[src/rtl/pkt_rx_fifo_pkg.sv]
package pkt_rx_fifo_pkg;

  typedef enum logic [1:0] {
    END_NONE  = 2'b00,
    END_GOOD  = 2'b01,
    END_ABORT = 2'b10,
    END_BAD   = 2'b11
  } end_code_e;

  function automatic logic is_end(input logic [1:0] code);
    return end_code_e'(code) != END_NONE;
  endfunction

endpackage

[src/rtl/prf_store.sv]
module prf_store #(
  parameter int DEPTH  = 128,
  parameter int DATA_W = 8,
  parameter int AW     = $clog2(DEPTH)
) (
  input  logic              clk,
  input  logic              rst,
  input  logic              we,
  input  logic [AW-1:0]     waddr,
  input  logic [DATA_W-1:0] wdata,
  input  logic [1:0]        wcode,
  input  logic              re,
  input  logic [AW-1:0]     raddr,
  input  logic              rzero,
  input  logic [AW-1:0]     la_addr,
  output logic              la_end,
  output logic [DATA_W-1:0] q_data,
  output logic [1:0]        q_code
);
  import pkt_rx_fifo_pkg::*;

  localparam int EW = DATA_W + 2;

  logic [EW-1:0]    mem [DEPTH];
  logic [EW-1:0]    q;
  logic [DEPTH-1:0] endv;

  // array without reset so it maps to block RAM
  always_ff @(posedge clk) begin
    if (we) mem[waddr] <= {wcode, wdata};
  end

  // registered read port, zeroed by an empty read
  always_ff @(posedge clk) begin
    if (rst)        q <= '0;
    else if (re)    q <= mem[raddr];
    else if (rzero) q <= '0;
  end

  // one end bit per entry, kept in flops for the look-ahead
  always_ff @(posedge clk) begin
    if (rst)     endv <= '0;
    else if (we) endv[waddr] <= is_end(wcode);
  end

  always_comb begin
    if (we && waddr == la_addr) la_end = is_end(wcode);
    else                        la_end = endv[la_addr];
  end

  assign q_data = q[DATA_W-1:0];
  assign q_code = q[EW-1:DATA_W];

  // an empty read returns a zero entry
  a_r5_zero_on_empty: assert property (@(posedge clk) disable iff (rst)
    (rzero && !re) |=> (q_data == '0 && q_code == 2'b00));

endmodule

[src/rtl/prf_ctrl.sv]
module prf_ctrl #(
  parameter int DEPTH = 128,
  parameter int AW    = $clog2(DEPTH),
  parameter int CW    = $clog2(DEPTH+1)
) (
  input  logic          clk,
  input  logic          rst,
  input  logic          wr_en,
  input  logic          rd_en,
  input  logic          flag_seen,
  output logic          we,
  output logic [AW-1:0] wr_ptr,
  output logic          re,
  output logic          rd_empty,
  output logic [AW-1:0] rd_ptr,
  output logic [AW-1:0] rd_ptr_n,
  output logic [CW-1:0] cnt,
  output logic [CW-1:0] cnt_n,
  output logic          locked,
  output logic          ovfl_pulse
);

  localparam logic [AW-1:0] LAST = AW'(DEPTH - 1);
  localparam logic [CW-1:0] FULL = CW'(DEPTH);

  logic empty, full, wtry, ovf;

  assign empty    = (cnt == '0);
  assign full     = (cnt == FULL);
  assign re       = rd_en && !empty;
  assign rd_empty = rd_en && empty;
  assign wtry     = wr_en && !locked;
  assign we       = wtry && !full;
  assign ovf      = wtry && full;

  always_comb begin
    cnt_n = cnt;
    if (we) cnt_n = cnt_n + CW'(1);
    if (re) cnt_n = cnt_n - CW'(1);
  end

  always_comb begin
    rd_ptr_n = rd_ptr;
    if (re) rd_ptr_n = (rd_ptr == LAST) ? '0 : rd_ptr + AW'(1);
  end

  always_ff @(posedge clk) begin
    if (rst) begin
      wr_ptr     <= '0;
      rd_ptr     <= '0;
      cnt        <= '0;
      locked     <= 1'b0;
      ovfl_pulse <= 1'b0;
    end else begin
      if (we) wr_ptr <= (wr_ptr == LAST) ? '0 : wr_ptr + AW'(1);
      rd_ptr     <= rd_ptr_n;
      cnt        <= cnt_n;
      ovfl_pulse <= ovf;
      if (ovf)            locked <= 1'b1;
      else if (flag_seen) locked <= 1'b0;
    end
  end

  // level never leaves its legal range
  a_r2_level_range: assert property (@(posedge clk) disable iff (rst)
    cnt <= FULL);

  // an overflow always leaves the lock set
  a_r7_ovfl_locks: assert property (@(posedge clk) disable iff (rst)
    ovfl_pulse |-> locked);

  // while locked the level can only fall or hold
  a_r8_locked_no_growth: assert property (@(posedge clk) disable iff (rst)
    locked |=> cnt <= $past(cnt));

  // no second overflow while the lock is held
  a_r8_no_repeat_ovfl: assert property (@(posedge clk) disable iff (rst)
    (locked && !flag_seen) |=> !ovfl_pulse);

  // an empty read does not move the read position
  a_r5_ptr_hold: assert property (@(posedge clk) disable iff (rst)
    rd_empty |=> $stable(rd_ptr));

endmodule

[src/rtl/prf_events.sv]
module prf_events #(
  parameter int CW = 8
) (
  input  logic          clk,
  input  logic          rst,
  input  logic          we,
  input  logic [1:0]    wcode,
  input  logic [CW-1:0] cnt,
  input  logic [CW-1:0] cnt_n,
  input  logic [CW-1:0] thresh,
  input  logic          rd_empty,
  input  logic          la_end,
  output logic          eop_wr_pulse,
  output logic          full_pulse,
  output logic          eop_rd
);
  import pkt_rx_fifo_pkg::*;

  always_ff @(posedge clk) begin
    if (rst) begin
      eop_wr_pulse <= 1'b0;
      full_pulse   <= 1'b0;
      eop_rd       <= 1'b0;
    end else begin
      eop_wr_pulse <= we && is_end(wcode);
      full_pulse   <= (cnt <= thresh) && (cnt_n > thresh);
      eop_rd       <= rd_empty || ((cnt_n != '0) && la_end);
    end
  end

  // the full pulse only fires above the threshold it was compared to
  a_r6_full_above: assert property (@(posedge clk) disable iff (rst)
    full_pulse |-> cnt > $past(thresh));

  // an end pulse follows only a stored, end-tagged byte
  a_r3_eop_wr_src: assert property (@(posedge clk) disable iff (rst)
    eop_wr_pulse |-> ($past(we) && $past(wcode) != 2'b00));

endmodule

[src/rtl/pkt_rx_fifo.sv]
module pkt_rx_fifo #(
  parameter  int DEPTH  = 128,
  parameter  int DATA_W = 8,
  localparam int LVL_W  = $clog2(DEPTH+1)
) (
  input  logic              clk,
  input  logic              rst,
  input  logic              wr_en,
  input  logic [DATA_W-1:0] wr_data,
  input  logic [1:0]        wr_code,
  input  logic              flag_seen,
  input  logic [LVL_W-1:0]  full_thresh,
  input  logic              rd_en,
  output logic [DATA_W-1:0] rd_data,
  output logic [1:0]        rd_code,
  output logic              eop_rd,
  output logic              eop_wr_pulse,
  output logic              full_pulse,
  output logic              ovfl_pulse,
  output logic              wr_locked,
  output logic [LVL_W-1:0]  level
);

  localparam int AW = $clog2(DEPTH);

  logic             we, re, rd_empty, la_end;
  logic [AW-1:0]    wr_ptr, rd_ptr, rd_ptr_n;
  logic [LVL_W-1:0] cnt, cnt_n;

  prf_ctrl #(.DEPTH(DEPTH), .AW(AW), .CW(LVL_W)) ctrl_i (
    .clk(clk), .rst(rst), .wr_en(wr_en), .rd_en(rd_en),
    .flag_seen(flag_seen), .we(we), .wr_ptr(wr_ptr), .re(re),
    .rd_empty(rd_empty), .rd_ptr(rd_ptr), .rd_ptr_n(rd_ptr_n),
    .cnt(cnt), .cnt_n(cnt_n), .locked(wr_locked), .ovfl_pulse(ovfl_pulse)
  );

  prf_store #(.DEPTH(DEPTH), .DATA_W(DATA_W), .AW(AW)) store_i (
    .clk(clk), .rst(rst), .we(we), .waddr(wr_ptr), .wdata(wr_data),
    .wcode(wr_code), .re(re), .raddr(rd_ptr), .rzero(rd_empty),
    .la_addr(rd_ptr_n), .la_end(la_end), .q_data(rd_data), .q_code(rd_code)
  );

  prf_events #(.CW(LVL_W)) events_i (
    .clk(clk), .rst(rst), .we(we), .wcode(wr_code), .cnt(cnt),
    .cnt_n(cnt_n), .thresh(full_thresh), .rd_empty(rd_empty),
    .la_end(la_end), .eop_wr_pulse(eop_wr_pulse),
    .full_pulse(full_pulse), .eop_rd(eop_rd)
  );

  assign level = cnt;

  // an empty read is flagged on the look-ahead output
  a_r5_empty_read_flag: assert property (@(posedge clk) disable iff (rst)
    (rd_en && level == '0) |=> (eop_rd && level == $past(level) + (($past(wr_en) && !$past(wr_locked)) ? 1 : 0)));

  // with nothing stored and no empty read, no end is reported
  a_r4_empty_no_eop: assert property (@(posedge clk) disable iff (rst)
    (level == '0 && !$past(rd_en)) |-> !eop_rd);

endmodule

[config.mk]
export PLATFORM = sky130hd
export DESIGN_NAME = pkt_rx_fifo
export DESIGN_NICKNAME = d
export VERILOG_FILES = /design/src/rtl/pkt_rx_fifo_pkg.sv /design/src/rtl/prf_store.sv /design/src/rtl/prf_ctrl.sv /design/src/rtl/prf_events.sv /design/src/rtl/pkt_rx_fifo.sv
export SDC_FILE = /design/constraint.sdc
export NUM_CORES = 2
export LEC_CHECK = 0
export BUFFER_PORTS_ARGS = -buffer_cell sky130_fd_sc_hd__clkbuf_2
export CAP_MARGIN = 0
export CORE_ASPECT_RATIO = 2
export CORE_MARGIN = 2
export CORE_UTILIZATION = 45
export DETAILED_ROUTE_END_ITERATION = 8
export RECOVER_POWER = 50
export SLEW_MARGIN = 10
export SYNTH_ARGS = -nofsm -noshare
export SYNTH_HDL_FRONTEND = slang
export SYNTH_SLANG_ARGS = --single-unit
[constraint.sdc]
create_clock -name clk -period 5.2 [get_ports clk]
set_input_delay 1.04 -clock clk [delete_from_list [all_inputs] [get_ports clk]]
set_output_delay 1.04 -clock clk [all_outputs]
set_load 0.005 [all_outputs]
==> metrics.md <==
| Metric | Value |
|---|---|
| Die outline area | 130000 um2 |
| Buffers inserted during post-CTS setup optimization | 0 |
| Number of nets in the layout | 3153 |
| H-tree levels | 3 |
| Most common cell after layout, fill and taps aside | edfxtp_1 |
| Slew @ Worst Pin | 4.25 ns |
| Int Pwr | 0.0211 W |
| Final setup margin | 0.512 ns |
| Bufs and invs on worst path | 3 |
| Die Span Y | 508 um |
| Antenna-violating nets left | 0 |
| Setup TNS | 0 ns |
| Minimum clock period after layout | 4.69 ns |
| Maximum number of pins on one net before global-route repair | 123 |
| Setup crit end kind | register |
| Worst vdd rail ir drop | 0.000370 V |
| Overall routed net length | 150000 um |
| Final weighted congestion in routability-driven placement | 0.894 |
| Worst Clk Skew | 0.0362 ns |
| # DRC | 0 |
| LEAKAGE | 19.5 nW |
| First-pass iteration count of the detailed router | 6 |
| Critical Path AT | 5.26 ns |
| Violated checks | capacitance limit, slew limit |
| Total routing usage reported by global routing | 23.4% |
| Number of standard-cell rows in the floorplan | 184 |
| Number of global-route vias before repair | 30.4k |
| Final number of hold-violating endpoints | 0 |
| Vias post-DR | 29.1k |
| PwrDens | 457 nW/um2 |
| Placed wire-length estimate | 97500 um |
| Signed area change from the synthesized netlist to the final layout | 12.4% |
| Total clock buffers created by CTS | 118 |
| Sequential share of power | 44.2% |
| Synthesized area per cell | 19.3 um2 |
| Clock buffer depth | 3 |
| Resize count post-CTS | 0 |
| Leading cell types in the layout, fill and taps excluded | edfxtp_1, mux4_2, nor2_1, dfxtp_1, buf_4 |
| Switching fraction of total power | 28.2% |
| Remaining global-route overflow | 0 |
| Number of placed I/O pins | 46 |
| Number of endpoints failing setup at the final stage | 0 |
| Net switching power | 0.00827 W |
| Number of warning messages in the yosys log | 0 |
| Area of the core region | 126000 um2 |
| Effective utilization at floorplan | 45.4% |
| Relative slew margins | -184% |
| Synth cell types | 70 |
| Proportion of synthesized chip area in sequential cells | 73.1% |
| Clock transition at path regs | 0.07 ns |
| TritonCTS clock tree | built |
| CP Cell Sequence | clkbuf_1 -> nor2_4 -> clkbuf_4 -> buf_4 -> nor3_1 |
| Timing-limited maximum frequency | 213 MHz |
| Critical-path maximum fanout | 59 |
| CP max stage cell | clkbuf_1 |
| Worst path required time | 5.77 ns |
| Number of clock sinks | 1445 |
| Die width | 256 um |
| Longest individual stage delay on the worst path | 2.13 ns |
| Clock group share of total power | 32.2% |
| Class of the worst hold path | register to register |
| Slew Viols, Final | 976 |
| Global-route wire length before repair | 217000 um |
| Netlist area before placement | 57100 um2 |
| WS Path Type | input pin to register |
| Number of antenna violations at the first check in global routing | 4 |
| Clock root buffer master | clkbuf_16 |
| Most instantiated flip-flop cell in the synthesis netlist | edfxtp_1 |
| Average wire length per cell after detail routing | 30.7 um |
| Share of flip-flops with an asynchronous set or reset after synthesis | 0% |
| First-iteration detailed-routing DRC count | 2648 |
| Max-Cap Viols | 15 |
| Vias/cell | 5.95 |
| Count of flip-flops with a built-in enable after synthesis | 1280 |
| Synthesized netlist net count | 2995 |
| Clock insertion delay at the later pin of the skew report | 0.76 ns |
| Final period utilization | 90.2% |
| Post-placement worst setup slack | 0.495 ns |
| CTS Hold Buffers Added | 0 |
| Post-Syn Instances | 2952 |
| Number of register bits inferred by synthesis | 1445 |
| Fraction of layout instances using a drive strength above 1 | 25.7% |
| Crit path launch type | input pin |
| Family with the most delay on the worst path | buffers and inverters |
| Status | complete, but fails checks |
| Unrepaired setup endpoints after global routing | no |
| Comb power frac | 23.6% |
| Number of buffers inserted by port buffering | 45 |
[cells by family after synthesis]
kind of cell,Yosys count,synth area share (%)
AND/OR/NAND/NOR,514,3.84
adder cells (fa/ha/maj),20,0.438
flip-flops,1445,73.1
multiplexers,470,17.5
buffers and inverters,202,1.42
AO/OA/AOI/OAI,275,3.33
XOR/XNOR,26,0.399
[tightest hold or removal path, delay by kind of cell, from the launching register on]
| family | cells | cell delay, ns |
|---|---|---|
| AOI/OAI and AO/OA | 2 | 0.13 |
| DFF | 1 | 0.31 |
[state kept, by name, summed over array words and instances, names as in the netlist]
name and cells:
store_i.mem 1280, store_i.endv 128, store_i.q 10, ctrl_i.cnt 8, ctrl_i.rd_ptr 7, ctrl_i.wr_ptr 7, ctrl_i.locked 1, ctrl_i.ovfl_pulse 1
events_i.eop_rd 1, events_i.eop_wr_pulse 1, events_i.full_pulse 1
[synthesized netlist by cell type (all sizes together) (3+ instances only)]
cell type / count / area [um2]
mux2: 8 / 93.8
clkbuf: 117 / 439
a211oi: 108 / 811
a32oi: 5 / 43.8
inv: 19 / 71.3
nand2b: 5 / 31.3
and3: 6 / 37.5
and2: 3 / 18.8
a311oi: 3 / 26.3
nor2: 291 / 1090
a31o: 3 / 26.3
o211ai: 8 / 65.1
o21ai: 40 / 204
xnor2: 18 / 158
or3: 6 / 37.5
mux4: 421 / 9480
ha: 20 / 250
buf: 66 / 302
nor3: 11 / 55.1
a21o: 9 / 67.6
nand3: 49 / 245
xor2: 8 / 70.1
a211o: 3 / 26.3
nand2: 103 / 387
nor2b: 15 / 93.8
a32o: 4 / 40.0
a21oi: 53 / 269
edfxtp: 1280 / 38400
nand4: 12 / 75.1
o32ai: 4 / 35.0
o2111ai: 5 / 43.8
dfxtp: 165 / 3300
a31oi: 7 / 43.8
mux2i: 41 / 410
a2111oi: 3 / 26.3
[routing by layer]
| metal | GRT usage [%] | part of all wire [%] | vias up |
|---|---|---|---|
| met1 | 25.8 | 34 | 15547 |
| met4 | 11.8 | 5.4 | 0 |
| met2 | 44.2 | 56 | 928 |
| met3 | 2.70 | 4.4 | 262 |
| li1 | - | - | 12376 |
| met5 | 0 | 0 | - |
[through the flow]
step	util (%)	instances	area, um2	total power, W	hold slack (ns)
floorplan	-	2952	57100	0.0179	0.450
global placement	47.9	4663	60200	0.0202	0.465
detailed placement	47.9	4663	60200	0.0203	0.468
CTS	51.2	4886	64300	0.0297	0.478
global route	51.1	4888	64200	0.0303	0.503
finish	51.1	4889	64200	0.0294	0.479
[power groups by stage]
stage	sequential [W]	clock [W]	combinational, W
4_1_cts	0.0129	0.00964	0.00708
3_3_place_gp	0.0132	0	0.00700
2_1_floorplan	0.0130	0	0.00483
6_report	0.0130	0.00946	0.00693
3_5_place_dp	0.0132	0	0.00706
5_1_grt	0.0130	0.0100	0.00731
[final timing paths]
path / from / to / slack (ns) / depth (start not counted)
worst max-delay path: wr_code[1] / events_i.eop_wr_pulse / 0.51 / 5
worst max register to register: ctrl_i.cnt[1] / store_i.endv[55] / 0.93 / 11
worst min-delay path: store_i.endv[26] / store_i.endv[26] / 0.48 / 2
worst min register to register: store_i.endv[26] / store_i.endv[26] / 0.48 / 2
[final cells by class]
type / instances / area (um2)
Clock inverter: 90 / 1040
Inverter: 19 / 71.3
Timing Repair Buffer: 221 / 1570
Clock buffer: 133 / 3070
Fill cell: 10086 / 61500
Sequential cell: 1445 / 41800
Multi-Input combinational cell: 1305 / 14600
Antenna cell: 2 / 5.00
Tap cell: 1674 / 2090
Note: power is estimated with default switching activity, not from simulation.
